File: src/rtl/bt_pkg.sv
// Shared types for the branch target unit.
// Assumes the class code is four bits wide; codes 14 and 15 are unused.
package bt_pkg;

    typedef enum logic [3:0] {
        BR_SEQ       = 4'd0,
        BR_SHORT     = 4'd1,
        BR_LONG      = 4'd2,
        BR_PAGE      = 4'd3,
        BR_PAGE_CALL = 4'd4,
        BR_LONG_CALL = 4'd5,
        BR_INDIRECT  = 4'd6,
        BR_ACC_ZERO  = 4'd7,
        BR_ACC_NZ    = 4'd8,
        BR_CY_SET    = 4'd9,
        BR_CY_CLR    = 4'd10,
        BR_CMP_NE    = 4'd11,
        BR_DEC_NZ    = 4'd12,
        BR_RETURN    = 4'd13,
        BR_RSVD_E    = 4'd14,
        BR_RSVD_F    = 4'd15
    } br_class_e;

    // True for the classes that branch to the relative target when their condition holds.
    function automatic logic is_relative(input br_class_e c);
        return (c == BR_SHORT)  || (c == BR_ACC_ZERO) || (c == BR_ACC_NZ) ||
               (c == BR_CY_SET) || (c == BR_CY_CLR)   || (c == BR_CMP_NE) ||
               (c == BR_DEC_NZ);
    endfunction

    // True for the classes that push a return address.
    function automatic logic is_call(input br_class_e c);
        return (c == BR_PAGE_CALL) || (c == BR_LONG_CALL);
    endfunction

endpackage

File: src/rtl/bt_rel_adder.sv
// Adds a signed displacement to a base address, wrapping modulo 2**PC_W.
// Assumes OFS_W <= PC_W; the generate picks sign extension or a plain add.
module bt_rel_adder #(
    parameter int PC_W  = 16,
    parameter int OFS_W = 8
) (
    input  logic [PC_W-1:0]  base,
    input  logic [OFS_W-1:0] ofs,
    output logic [PC_W-1:0]  sum
);
    localparam int EXT_W = PC_W - OFS_W;

    logic [PC_W-1:0] ofs_ext;

    generate
        if (EXT_W > 0) begin : g_sext
            // Replicate the sign bit into the upper part of the addend.
            always_comb ofs_ext = {{EXT_W{ofs[OFS_W-1]}}, ofs};
        end else begin : g_same
            // Displacement already spans the full address width.
            always_comb ofs_ext = ofs;
        end
    endgenerate

    // Modular add; the carry out of the top bit is dropped on purpose.
    always_comb sum = base + ofs_ext;

endmodule

File: src/rtl/bt_cond_eval.sv
// Evaluates the branch condition for a class and produces the compare carry
// and the decremented counter. Unconditional transfer classes report true.
// Assumes operands are unsigned DATA_W-bit values.
module bt_cond_eval
    import bt_pkg::*;
#(
    parameter int DATA_W = 8
) (
    input  br_class_e         cls,
    input  logic [DATA_W-1:0] acc,
    input  logic              carry,
    input  logic [DATA_W-1:0] lhs,
    input  logic [DATA_W-1:0] rhs,
    input  logic [DATA_W-1:0] count,
    output logic              cond_met,
    output logic              carry_we,
    output logic              carry_out,
    output logic [DATA_W-1:0] count_dec
);
    localparam logic [DATA_W-1:0] ONE  = {{(DATA_W-1){1'b0}}, 1'b1};
    localparam logic [DATA_W-1:0] ZERO = '0;

    logic [DATA_W:0] cmp_diff;
    logic            cmp_ne;

    // Unsigned subtract: the extra top bit is the borrow, i.e. lhs < rhs.
    always_comb begin
        cmp_diff  = {1'b0, lhs} - {1'b0, rhs};
        cmp_ne    = (cmp_diff[DATA_W-1:0] != ZERO);
        carry_out = cmp_diff[DATA_W];
        carry_we  = (cls == BR_CMP_NE);
    end

    // Decrement with wrap from zero to all ones.
    always_comb count_dec = count - ONE;

    // Select the condition that governs the chosen class.
    always_comb begin
        unique case (cls)
            BR_SHORT, BR_LONG, BR_PAGE, BR_PAGE_CALL,
            BR_LONG_CALL, BR_INDIRECT, BR_RETURN: cond_met = 1'b1;
            BR_ACC_ZERO:                          cond_met = (acc == ZERO);
            BR_ACC_NZ:                            cond_met = (acc != ZERO);
            BR_CY_SET:                            cond_met = carry;
            BR_CY_CLR:                            cond_met = ~carry;
            BR_CMP_NE:                            cond_met = cmp_ne;
            BR_DEC_NZ:                            cond_met = (count_dec != ZERO);
            default:                              cond_met = 1'b0;
        endcase
    end

endmodule

File: src/rtl/bt_target_sel.sv
// Builds every candidate target and picks the next program counter.
// Assumes PC_W = 2*DATA_W and DATA_W < PAGE_W < PC_W. The page base is taken
// from the address of the following instruction.
module bt_target_sel
    import bt_pkg::*;
#(
    parameter int PC_W   = 16,
    parameter int DATA_W = 8,
    parameter int PAGE_W = 11
) (
    input  br_class_e                 cls,
    input  logic                      cond_met,
    input  logic [PC_W-1:0]           pc_next,
    input  logic [DATA_W-1:0]         byte2,
    input  logic [DATA_W-1:0]         byte3,
    input  logic [PAGE_W-DATA_W-1:0]  page_bits,
    input  logic [DATA_W-1:0]         rel,
    input  logic [DATA_W-1:0]         acc,
    input  logic [PC_W-1:0]           dptr,
    input  logic [PC_W-1:0]           pop_addr,
    output logic [PC_W-1:0]           next_pc,
    output logic                      taken,
    output logic                      push_en
);
    localparam int ZEXT_W = PC_W - DATA_W;

    logic [PC_W-1:0] rel_tgt;
    logic [PC_W-1:0] long_tgt;
    logic [PC_W-1:0] page_tgt;
    logic [PC_W-1:0] ind_tgt;
    logic [PC_W-1:0] tgt;

    bt_rel_adder #(
        .PC_W  (PC_W),
        .OFS_W (DATA_W)
    ) i_rel_add (
        .base (pc_next),
        .ofs  (rel),
        .sum  (rel_tgt)
    );

    // Assemble the fixed-form targets: full address, in-page splice, indexed.
    always_comb begin
        long_tgt = {byte2, byte3};
        page_tgt = {pc_next[PC_W-1:PAGE_W], page_bits, byte2};
        ind_tgt  = dptr + {{ZEXT_W{1'b0}}, acc};
    end

    // Choose the candidate that belongs to the class.
    always_comb begin
        if (is_relative(cls)) begin
            tgt = rel_tgt;
        end else begin
            unique case (cls)
                BR_LONG, BR_LONG_CALL: tgt = long_tgt;
                BR_PAGE, BR_PAGE_CALL: tgt = page_tgt;
                BR_INDIRECT:           tgt = ind_tgt;
                BR_RETURN:             tgt = pop_addr;
                default:               tgt = pc_next;
            endcase
        end
    end

    // Fall through to the sequential address when the condition fails.
    always_comb begin
        taken   = cond_met;
        next_pc = cond_met ? tgt : pc_next;
        push_en = is_call(cls);
    end

endmodule

File: src/rtl/branch_target_unit.sv
// Top of the branch target unit: decodes the class, evaluates the condition,
// selects the target and registers every result once.
// Assumes a request is held for one cycle with in_valid high; the results
// follow on the next clock edge.
module branch_target_unit
    import bt_pkg::*;
#(
    parameter int PC_W   = 16,
    parameter int DATA_W = 8,
    parameter int PAGE_W = 11
) (
    input  logic                     clk,
    input  logic                     rst_n,
    input  logic                     in_valid,
    input  logic [3:0]               in_class,
    input  logic [PC_W-1:0]          in_pc_next,
    input  logic [DATA_W-1:0]        in_byte2,
    input  logic [DATA_W-1:0]        in_byte3,
    input  logic [PAGE_W-DATA_W-1:0] in_page_bits,
    input  logic [DATA_W-1:0]        in_rel,
    input  logic [DATA_W-1:0]        in_acc,
    input  logic [PC_W-1:0]          in_dptr,
    input  logic                     in_carry,
    input  logic [DATA_W-1:0]        in_cmp_lhs,
    input  logic [DATA_W-1:0]        in_cmp_rhs,
    input  logic [DATA_W-1:0]        in_count,
    input  logic [PC_W-1:0]          in_pop_addr,
    output logic                     out_valid,
    output logic [PC_W-1:0]          out_next_pc,
    output logic                     out_taken,
    output logic                     out_push_en,
    output logic [PC_W-1:0]          out_push_addr,
    output logic                     out_carry_we,
    output logic                     out_carry,
    output logic [DATA_W-1:0]        out_count
);
    br_class_e         cls;
    logic              cond_met;
    logic              carry_we;
    logic              carry_val;
    logic [DATA_W-1:0] count_dec;
    logic [PC_W-1:0]   next_pc;
    logic              taken;
    logic              push_en;

    // Interpret the raw class code as the shared enumeration.
    always_comb cls = br_class_e'(in_class);

    bt_cond_eval #(
        .DATA_W (DATA_W)
    ) i_cond (
        .cls       (cls),
        .acc       (in_acc),
        .carry     (in_carry),
        .lhs       (in_cmp_lhs),
        .rhs       (in_cmp_rhs),
        .count     (in_count),
        .cond_met  (cond_met),
        .carry_we  (carry_we),
        .carry_out (carry_val),
        .count_dec (count_dec)
    );

    bt_target_sel #(
        .PC_W   (PC_W),
        .DATA_W (DATA_W),
        .PAGE_W (PAGE_W)
    ) i_sel (
        .cls       (cls),
        .cond_met  (cond_met),
        .pc_next   (in_pc_next),
        .byte2     (in_byte2),
        .byte3     (in_byte3),
        .page_bits (in_page_bits),
        .rel       (in_rel),
        .acc       (in_acc),
        .dptr      (in_dptr),
        .pop_addr  (in_pop_addr),
        .next_pc   (next_pc),
        .taken     (taken),
        .push_en   (push_en)
    );

    // Output register; strobes are qualified by the request valid.
    always_ff @(posedge clk) begin
        if (!rst_n) begin
            out_valid     <= 1'b0;
            out_next_pc   <= '0;
            out_taken     <= 1'b0;
            out_push_en   <= 1'b0;
            out_push_addr <= '0;
            out_carry_we  <= 1'b0;
            out_carry     <= 1'b0;
            out_count     <= '0;
        end else begin
            out_valid    <= in_valid;
            out_taken    <= in_valid & taken;
            out_push_en  <= in_valid & push_en;
            out_carry_we <= in_valid & carry_we;
            if (in_valid) begin
                out_next_pc   <= next_pc;
                out_push_addr <= in_pc_next;
                out_carry     <= carry_we & carry_val;
                out_count     <= count_dec;
            end
        end
    end

endmodule

File: config.mk
export PLATFORM = sky130hd
export DESIGN_NAME = branch_target_unit
export DESIGN_NICKNAME = d
export VERILOG_FILES = /design/src/rtl/bt_pkg.sv /design/src/rtl/bt_rel_adder.sv /design/src/rtl/bt_cond_eval.sv /design/src/rtl/bt_target_sel.sv /design/src/rtl/branch_target_unit.sv
export SDC_FILE = /design/constraint.sdc
export NUM_CORES = 1
export LEC_CHECK = 0
export BUFFER_PORTS_ARGS = -buffer_cell sky130_fd_sc_hd__buf_2
export CAP_MARGIN = 20
export CORE_ASPECT_RATIO = 1.5
export CORE_MARGIN = 2
export CORE_UTILIZATION = 45
export DETAILED_ROUTE_END_ITERATION = 8
export PLACE_DENSITY = 0.84
export SETUP_SLACK_MARGIN = 0.05
export SLEW_MARGIN = 5
export SYNTH_ARGS = -nofsm -noshare
export SYNTH_HDL_FRONTEND = slang
export SYNTH_SLANG_ARGS = --single-unit
export TNS_END_PERCENT = 100
File: constraint.sdc
create_clock -name clk -period 2.5 [get_ports clk]
set_clock_uncertainty 0.1 [all_clocks]
set_input_delay 0.125 -clock clk [delete_from_list [all_inputs] [get_ports clk]]
set_output_delay 0.125 -clock clk [all_outputs]
set_load 0.02 [all_outputs]
==> impl_metrics.toml <==
[timing]
fmax_ghz = 0.4078
tightest_slew_ns = 0.7501
tns_ns = 0
rsz0062_at_grt = "yes"
finalSetupViolCount = 0
drv_slew = 0
period_share_pct = 98.09
hold_violations = 0
maxSlewHeadroom_pct = 49.99
period_minus_slack_ns = 2.452

[final_layout]
area_growth_pct = 36.53
n_antenna_cell = 0
fin_nets = 857
fill_cells = 771
fin_util_pct = 63.14
drive_gt1_share_pct = 35.45
fin_cells = 818

[logic_synthesis]
synth_seq_cells = 45
dominantRegCellSynth = "dfxtp_1"
syn-num-nets = 669
synth_edf_count = 0
yosysSeqAreaShare_pct = 22.07
synthArstFlopShare_pct = 0
syn_avg_cell_area_um2 = 7.866
ys_warn_count = 0
synthCells = 519
synth_area_um2 = 4083
synth.distinct_cells = 70

[setup_path]
path_buf_inv = 2
crit_path_start_kind = "primary input"
crit_chain = "buf_6 -> or4_4 -> or4_4 -> xnor2_2 -> o31a_2 -> a211oi_4 -> buf_6 -> nand2_8 -> o31a_2 -> o311a_1"
endpoint = "out_next_pc[11]"
ff2ff_setup_slack_ns = 1.45
worstPathArrival_ns = 2.53
r2r_cells = 3
cp-end-kind = "flop"
worstReg2RegStart = "out_next_pc[11]"
critical_path.startpoint = "in_count[1]"
slowest_stage = "or4_4"
slowest_delay_ns = 0.53
crit_required_ns = 2.58
crit_cells = 10
critPathTopFamily = "simple AND/OR/NAND/NOR gates"
r2r-end = "out_next_pc[11]"
criticalPathCategory = "primary input to flop"
path_max_fanout = 4

[clocking]
worstSkewPairLatency_ns = 0.29
clockBufferDepth = 2
cts_root_buffer = "clkbuf_16"
cts_hold_buf = 0
numCtsBuffers = 5
h-tree-depth = 2
path_clk_slew_ns = 0.06
cts_tree = "done"
clock_sinks = 45

[floorplan]
die_area_um2 = 9866
die_h_um = 120.7
rows = 42
start_util_pct = 46.24
core_area_um2 = 8828
die_w_um = 81.77
ios = 160

[power]
powerDensity_nw_per_um2 = 490.3
peakVddDrop_mv = 0.3148
finalPower_mw = 2.733
leakage_nw = 2.655

[routing]
ant_nets = 0
drt_first_iter_violations = 490
vias_per_cell = 6.098
vias = 4988
drcViolationCount = 0
dr.pass1.iters = 6
routed_wl_um = 15250
wire_per_inst_um = 18.64

[grt]
use_met2_pct = 50.25
grt_pass1_vias = 4815
grt.total_usage_pct = 29.78
met1_usage_pct = 33.60
grt_max_degree = 29
grt-ovfl-total = 0
busiest_layer = "met2"
use_met3_pct = 5.448
grt_pass1_wl_um = 22870
antenna_found_initial = 0

[job]
cap_violations = 0

[place]
gp_congestion = 0.9572
numPortBuffers = 159
dp.final_hpwl_um = 11820
post-place-cells = 806

[hold_path]
min_path_type = "primary input to flop"

[status]
status = "completed"
[report_power, final]
group / switching, mW / total (mW) / internal (mW)
clock network: 0.291 / 0.862 / 0.571
logic: 0.602 / 1.07 / 0.464
registers: 0.0334 / 0.805 / 0.772
total: 0.926 / 2.73 / 1.81
[cells by family (layout without fill, tap and decap cells)]
kind of cell	after synthesis	in the layout	share of synthesized area [%]
XOR/XNOR	25	25	5.547
AND/OR/NAND/NOR	171	171	21.42
flip-flops	45	45	22.07
AO/OA/AOI/OAI	169	169	29.05
multiplexers	21	21	5.149
adder cells (fa/ha/maj)	35	35	11.09
buffers and inverters	53	242	5.670
[flip-flops by register name, summed over array words and instances, names as in the netlist]
signal	count
out_count	8
out_valid	1
out_push_addr	16
out_carry_we	1
out_taken	1
out_push_en	1
out_next_pc	16
out_carry	1
[worst min path at each step]
stage / end / slack, ns / from / cells past startpoint
final: out_count[0] / 0.04 / in_count[0] / 3
after global routing: out_count[0] / 0.05 / in_count[0] / 3
after CTS: out_push_addr[10] / 0.05 / in_pc_next[10] / 3
after detailed placement: out_push_addr[10] / 0.35 / in_pc_next[10] / 3
after global placement: out_push_en / 0.34 / in_class[1] / 2
after floorplan: out_count[0] / 0.12 / in_count[0] / 1
[metal layers]
metal	share of wire [%]	up-vias	wire length, µm
li1	-	2330	-
met1	37	2294	5610
met2	49	292	7418
met3	8.8	72	1346
met4	5.7	0	873
met5	0	-	0
[cell type report]
class | instances | area (µm²) | share of cell area (%)
repair buffers | 208 | 1214 | 21.77
multi-input cells | 421 | 3034 | 54.43
well taps | 110 | 137.6 | 2.469
flip-flops and latches | 45 | 900.9 | 16.16
clock buffers | 5 | 125.1 | 2.245
clock inverters | 3 | 65.06 | 1.167
inverters | 26 | 97.59 | 1.751
[worst reg2reg max path: stages (launching register included)]
cell and delay [ns]:
dfxtp_1 0.32, or2_2 0.27, o31a_2 0.12, o311a_1 0.12
[through the flow]
step                      cell area, µm²  setup WS (ns)  hold slack [ns]
final                               5574        0.04784          0.04413
after global routing                5574       -0.02203          0.04962
after CTS                           5459        0.06806          0.05052
after detailed placement            5265        -0.2543           0.3521
after global placement              5265        -0.1537           0.3404
after floorplan                     4115        -0.1169           0.1240
[layout by cell type, fill, tap and decap left out, drive strengths merged, types with 5 or more instances in the layout]
cell type / n
mux2i: 21
a31oi: 6
a221o: 6
or2: 5
nor2b: 6
o21ai: 42
xnor2: 16
ha: 33
o211ai: 8
o21a: 6
nor4: 7
dfxtp: 45
xor2: 9
a21o: 6
nand2: 33
nor2: 48
buf: 207
a222oi: 7
inv: 26
nor3: 6
nand2b: 11
a21oi: 30
a221oi: 6
clkbuf: 6
or3: 7
nand3: 29
a211oi: 14
[Yosys cell counts, types with 7 or more instances]
cell type / n / area share (%)
o21ai_0: 40 / 4.9
xor2_1: 9 / 1.9
nand2b_1: 11 / 1.7
clkbuf_1: 16 / 1.5
xnor2_1: 15 / 3.2
inv_1: 25 / 2.3
nand3_1: 29 / 3.6
o211ai_1: 8 / 1.5
a222oi_1: 7 / 1.7
mux2i_1: 21 / 5.1
dfxtp_1: 45 / 22
nor4_1: 7 / 1.1
a21oi_1: 29 / 3.6
nor2_1: 48 / 4.4
a211oi_1: 13 / 2.4
ha_1: 33 / 10
nand2_1: 31 / 2.9
[timing repair]
| item | CTS | global route |
|---|---|---|
| resized for setup | 1 | 13 |
| pin swaps | 0 | 4 |
| buffers inserted | 0 | 3 |
| cloned | 0 | 1 |
| setup endpoints to repair | 1 | 12 |
Note: power is estimated with default switching activity, not from simulation.
